<file path="config.mk">
export PLATFORM = sky130hd
export DESIGN_NAME = ppc_fault_code
export DESIGN_NICKNAME = d
export VERILOG_FILES = /design/src/rtl/ppc_pkg.sv /design/src/rtl/ppc_fault_code.sv
export SDC_FILE = /design/constraint.sdc
export NUM_CORES = 1
export LEC_CHECK = 0
export CORE_AREA = 2 2 39 41
export DETAILED_ROUTE_END_ITERATION = 16
export DIE_AREA = 0 0 41 43
export PLACE_DENSITY_LB_ADDON = 0.15
export SYNTH_ARGS = -nofsm -noshare
export SYNTH_HDL_FRONTEND = slang
export SYNTH_SLANG_ARGS = --single-unit
</file>
<file path="constraint.sdc">
create_clock -name vclk -period 2.75
set_input_delay 0.55 -clock vclk [all_inputs]
set_output_delay 0.55 -clock vclk [all_outputs]
set_load 0.05 [all_outputs]
</file>
<file path="src/rtl/ppc_pkg.sv">
package ppc_pkg;
  typedef enum logic [1:0] {
    ACC_READ  = 2'd0,
    ACC_WRITE = 2'd1,
    ACC_FETCH = 2'd2,
    ACC_ALT   = 2'd3
  } acc_e;

  localparam int RB_RD = 0;
  localparam int RB_WR = 1;
  localparam int RB_EX = 2;
  localparam int RIGHTS_W = 3;

  localparam int EB_P    = 0;
  localparam int EB_W    = 1;
  localparam int EB_U    = 2;
  localparam int EB_RSVD = 3;
  localparam int EB_ID   = 4;
  localparam int EB_PK   = 5;
  localparam int ERR_W   = 6;

  typedef logic [RIGHTS_W-1:0] rights_t;
  typedef logic [ERR_W-1:0]    err_t;

  function automatic int unsigned rights_bit(input logic [1:0] t);
    case (t)
      ACC_WRITE: return RB_WR;
      ACC_FETCH: return RB_EX;
      default:   return RB_RD;
    endcase
  endfunction
endpackage

</file>
<file path="src/rtl/ppc_fault_code.sv">
module ppc_fault_code
  import ppc_pkg::*;
(
  input  rights_t    base,
  input  logic       user_viol,
  input  rights_t    key_mask,
  input  logic [1:0] acc_type,
  input  logic       acc_user,
  input  logic       smep_en,
  input  logic       nxe_en,
  input  logic       pae_en,
  input  logic       not_present,
  input  logic       rsvd_fault,
  output rights_t    rights,
  output logic       deny,
  output err_t       err
);
  rights_t     eff;
  int unsigned sel;
  logic        key_den, plain_den;

  always_comb begin
    eff       = base & key_mask;
    sel       = rights_bit(acc_type);
    key_den   = !key_mask[sel];
    plain_den = !eff[sel];
    rights    = eff;
    deny      = 1'b0;
    err       = '0;
    if (not_present) begin
      rights = '0;
      deny   = 1'b1;
    end else if (rsvd_fault) begin
      rights        = '0;
      deny          = 1'b1;
      err[EB_P]     = 1'b1;
      err[EB_RSVD]  = 1'b1;
    end else if (user_viol) begin
      rights    = '0;
      deny      = 1'b1;
      err[EB_P] = 1'b1;
    end else if (key_den) begin
      deny       = 1'b1;
      err[EB_P]  = 1'b1;
      err[EB_PK] = 1'b1;
    end else if (plain_den) begin
      deny      = 1'b1;
      err[EB_P] = 1'b1;
    end
    if (deny) begin
      err[EB_W]  = (acc_type == ACC_WRITE);
      err[EB_U]  = acc_user;
      err[EB_ID] = (acc_type == ACC_FETCH) && ((nxe_en && pae_en) || smep_en);
    end
  end
endmodule

</file>
### Yosys cells after proc, flatten, opt, wreduce, memory -nomap -nowiden

Index checks and enable logic that the tools add are counted.
Widths: inputs -> output; s select.

* bits in writable memories: 0
* ROM bits: 0
* bits of input ports: 15
* register bits: 0
* memories: 0
* bits in latches: 0
* output and inout bits: 10

* eq/ne operators: 2
* reductions and logical operators: 3
* divide/modulo/power cells: 0
* $add $sub $neg: 0
* multiply operators: 0
* multiplexer cells: 22
* order comparisons: 1
* shift operators: 0
* bitwise logic cells: 1

Operators with widths (count)
* $lt 32x3->1 const B: 1
* $mux 1: 15
* $mux 3: 3
* $bmux 1 s2: 2
* $pmux 2 s2: 1
* $and 3x3->3: 1
* $eq 2x1->1 const B: 1
* $eq 2x2->1 const B: 1
* $logic_and 1x1->1: 2
* $mux 2: 1
* $logic_or 1x1->1: 1

### Depth between registers and ports, before layout

Gate-level depths: netlist of the first run.

* word-level depth: 10
* depth in mapped cells: 3

### Worst setup path after synthesis of the first run

No wires, ideal clock.

* path kind: input to output
* start: input acc_type[1]
* end: output err[4]
* arrival: 2.019 ns
* slack: 0.181 ns
* stages on the path: 3
* data required time: 2.200 ns
* cells stage by stage: nor2b_1 > a221oi_4 > nor3_1

* cells in the longest elaborated chain, start to end: 10

Ends and longest elaborated chain
* start: declaration: line ppc_fault_code.sv:7 `input logic [1:0] acc_type,`
* $eq 2x2->1 or $eq 2x1->1 (tied branches): line ppc_pkg.sv:26, ppc_fault_code.sv:53
* $pmux 2 s2: line ppc_pkg.sv:26 `case (t)`
* $bmux 1 s2: line ppc_fault_code.sv:26 `plain_den = !eff[sel];`
* $mux 1 (not written as such): line ppc_fault_code.sv:26
* $mux 1: line ppc_fault_code.sv:46 `end else if (plain_den) begin`
* $mux 1: line ppc_fault_code.sv:42 `end else if (key_den) begin`
* $mux 1: line ppc_fault_code.sv:38 `end else if (user_viol) begin`
* $mux 1: line ppc_fault_code.sv:33 `end else if (rsvd_fault) begin`
* $mux 1: line ppc_fault_code.sv:30 `if (not_present) begin`
* $mux 1 *: line ppc_fault_code.sv:50 `if (deny) begin`
* end: declaration: line ppc_fault_code.sv:16 `output err_t err`

Every way passes the cells marked *; elsewhere a longest branch is shown, timed or not. The select of a mux whose other input is x is not followed.

### Worst setup path in the final report of the first run

* start: input acc_type[0]
* end: output err[4]

Same word-level chain as after synthesis.

==> flow_summary.ini, run 1 <==
[run_status]
outcome = finished, final reports clean

[worst_setup_path]
arrival_ns = 2.00
max_stage_delay_ns = 0.51
path_class = input port to output pin
cp_max_fo = 4
crit_chain = clkdlybuf4s50_1 -> nor2b_1 -> a221oi_4 -> nor3_1 -> buf_12
cp.required_ns = 2.20
end_kind = output pin
slowest_stage = clkdlybuf4s50_1
start_kind = input port

[timing]
relSlewSlack_pct = 77.6
max_freq_mhz = 393
setup_viol = 0
timing.final.crit_share_pct = 92.6
hold_ws_ns = 1.80
fin_ws_ns = 0.204
hold_viol_final = 0
setup-tns-final_ns = 0
period_minus_slack_ns = 2.55
tightest_slew_ns = 0.333
rsz0062_at_grt = no
drv_slew = 0

[pwr]
leakagePower_nw = 0.181
peakVddDrop_uv = 67.1
p_per_area_nw_per_um2 = 171
total_power_uw = 82.1

[detailed_routing]
route.vias.total = 271
dr.pass1.iters = 4
first_iter_violations = 7
via_per_inst = 4.11
ant_nets = 0
wire_per_inst_um = 9.94
wl_um = 656
route.detailed.drc = 0

[final_layout]
layout-drive-gt1-share_pct = 24.0
n_fill_cell = 148
nets = 67
fin_cells = 66
seq_cell_count = 0
n_antenna_cell = 0
nClkBuffers = 0
areaGrowthSynthToFinish_pct = 202
seqCellArea_um2 = 0

[die]
die_area_um2 = 1760
core_um2 = 1380
initial_core_util_pct = 11.5
io_pins = 25
die_w_um = 41
die_h_um = 43
fp-row-count = 14

[place]
dp_slack_ns = 0.208
place_hpwl_um = 581
gp_congestion = 0.610
place_inst = 66
port_buffers = 25

[synth]
synthCells = 25
yosysMostFrequentCell = nor2_1
synthTopCellsByArea = a221oi_4 (17%), nor2_1 (12%), nor2b_1 (12%)
ys_warn_count = 0
syn_avg_cell_area_um2 = 6.36
synth_cell_types = 14
synth-seq-area-share_pct = 0
synth_top_area_share_pct = 16.5
synth_top_area_cell = a221oi_4
syn_area_um2 = 159
yosys-top-cells-count = nor2_1 (5), nand2_1 (4), nor2b_1 (3)
synth_nets = 40

[clocking]
cts_hold_buf = 0
post_cts_resize_count = 0
post_cts_buffers = 0

[worst_hold_path]
min_path_type = input port to output pin

[global_routing]
antenna_found_initial = 0
grt_pass1_wl_um = 966
grt_max_degree = 6
grt_pass1_vias = 257
gr-total-overflow = 0
grtUsageTotal_pct = 7.19

[flow_run]
maxCapViolCount = 0
path summary, 6_finish.rpt:
check	to	cells past startpoint	slack (ns)	from
worst max-delay path	err[4]	5	0.20	acc_type[0]
worst min-delay path	err[2]	3	1.80	acc_user
layer usage:
| layer | vias up | global-route usage (%) | wire, um |
|---|---|---|---|
| met4 | 0 | 0 | 0 |
| li1 | 142 | - | - |
| met2 | 17 | 11.6 | 280 |
| met5 | - | 0 | 0 |
| met3 | 0 | 0.524 | 81 |
| met1 | 112 | 10.8 | 294 |
layout by cell type (no fill, tap or decap), drive strengths merged:
cell type / synthesis / routed
buf: 0 / 10
a221oi: 1 / 1
o22a: 1 / 1
nor3: 1 / 1
nand2: 4 / 4
nand2b: 2 / 2
a21oi: 2 / 2
a31oi: 1 / 1
nor2b: 3 / 3
nor2: 5 / 5
a21boi: 1 / 1
nand3: 1 / 1
a22oi: 1 / 1
or3: 2 / 2
clkdlybuf4s50: 0 / 15
cell type report:
cell class	count	area [um^2]	area share, %
Tap cell	16	20.0	4.18
Multi-Input combinational cell	25	159	33.2
Timing Repair Buffer	25	300	62.7
power by group:
group	total (mW)	internal [mW]	switching [mW]	leakage, nW
registers	0	0	0	0
clock network	0	0	0	0
logic	0.0821	0.0413	0.0408	0.181
cell families (layout without fill, tap and decap cells):
logic type | after synthesis | after routing | synth area share (%)
AO/OA/AOI/OAI | 7 | 7 | 41.7
buffers and inverters | 0 | 25 | 0
AND/OR/NAND/NOR | 18 | 18 | 58.3
critical path: cells and delay by family:
kind                   cells  cell delay [ns]
AOI/OAI and AO/OA          1             0.11
buffers and inverters      2             0.69
and+or+nand+nor            2             0.63
stage by stage:
stage	instance area, um^2	util, %
floorplan	159	-
global placement	479	34.6
detailed placement	479	34.6
CTS	479	34.6
global route	479	34.6
finish	479	34.6
Note: power is estimated with default switching activity, not from simulation.
==> run 2: changes to the inputs <==
- PLACE_DENSITY_LB_ADDON: 0.15 -> 0.25
- SLEW_MARGIN: not set -> 10
==> flow_summary.ini, run 2 (same netlist as run 1, synthesis figures left out) <==
[run_status]
outcome = finished, final reports clean

[timing]
rsz0062_at_grt = no
setup_viol = 0
hold_ws_ns = 1.79
tightest_slew_ns = 0.326
fin_ws_ns = 0.214
max_freq_mhz = 394
setup-tns-final_ns = 0
drv_slew = 0
hold_viol_final = 0
timing.final.crit_share_pct = 92.2
relSlewSlack_pct = 78.1
period_minus_slack_ns = 2.54

[final_layout]
seqCellArea_um2 = 0
mostFrequentLayoutCell = clkdlybuf4s50_1
n_antenna_cell = 0
layout-drive-gt1-share_pct = 24.0
utilization_pct = 34.6
final_cell_mix = clkdlybuf4s50_1 (15), buf_12 (6), nor2_1 (5)
areaGrowthSynthToFinish_pct = 202
nClkBuffers = 0
nets = 67
n_fill_cell = 143
seq_cell_count = 0

[detailed_routing]
route.detailed.drc = 0
ant_nets = 0
via_per_inst = 4.21
route.vias.total = 278
first_iter_violations = 1
wl_um = 617
dr.pass1.iters = 2
wire_per_inst_um = 9.35

[place]
gp_congestion = 0.645
place_hpwl_um = 535
port_buffers = 25
dp_slack_ns = 0.207

[die]
fp-row-count = 14
die_h_um = 43
die_w_um = 41
die_area_um2 = 1760
io_pins = 25
core_um2 = 1380
initial_core_util_pct = 11.5

[pwr]
leakagePower_nw = 0.181
p_per_area_nw_per_um2 = 171
peakVddDrop_uv = 62.0

[worst_setup_path]
path_class = input port to output pin
start_kind = input port
slowest_stage = clkdlybuf4s50_1
arrival_ns = 1.99
crit_chain = clkdlybuf4s50_1 -> nor2b_1 -> a221oi_4 -> nor3_1 -> buf_12
cp_max_fo = 4
max_stage_delay_ns = 0.50
end_kind = output pin
cp.required_ns = 2.20

[flow_run]
maxCapViolCount = 0

[clocking]
post_cts_buffers = 0
cts_hold_buf = 0
post_cts_resize_count = 0

[global_routing]
antenna_found_initial = 0
grt_pass1_wl_um = 1040
grt_max_degree = 6
grt_pass1_vias = 255
grtUsageTotal_pct = 7.89
gr-total-overflow = 0

[worst_hold_path]
min_path_type = input port to output pin
## run 2: cell counts in the layout (fill, tap and decap cells not counted)
No cell type changed its count.
## run 2: layout make-up
cell class / count / area (um^2) / share of cell area, %
Timing Repair Buffer: 25 / 300 / 62.7
Tap cell: 16 / 20.0 / 4.18
Multi-Input combinational cell: 25 / 159 / 33.2
## run 2: path summary, 6_finish.rpt
| path | cells after the start | slack [ns] | startpoint | endpoint |
|---|---|---|---|---|
| worst max-delay path | 5 | 0.21 | acc_type[1] | err[4] |
| worst min-delay path | 3 | 1.79 | acc_user | err[2] |
## run 2: per-stage QoR
stage,power (mW),cell area (um^2),instances
6_report,0.0820,479,66
5_1_grt,0.0871,479,66
4_1_cts,0.0827,479,66
3_5_place_dp,0.0824,479,66
3_3_place_gp,0.0824,479,66
2_1_floorplan,0.0385,159,25
## run 2: metal layers
layer	vias up	global-route usage, %	wire length (um)
li1	141	-	-
met1	121	11.7	281
met2	16	11.9	245
met3	0	2.09	90
met4	0	0	0
met5	-	0	0
## run 2: critical path, delay by kind of cell
| family | cells | cell delay (ns) |
|---|---|---|
| AOI/OAI and AO/OA | 1 | 0.13 |
| buffers and inverters | 2 | 0.68 |
| and+or+nand+nor | 2 | 0.61 |
## run 2: where the power goes
part / internal [mW] / switching (mW)
Sequential: 0 / 0
Clock: 0 / 0
Combinational: 0.0413 / 0.0407
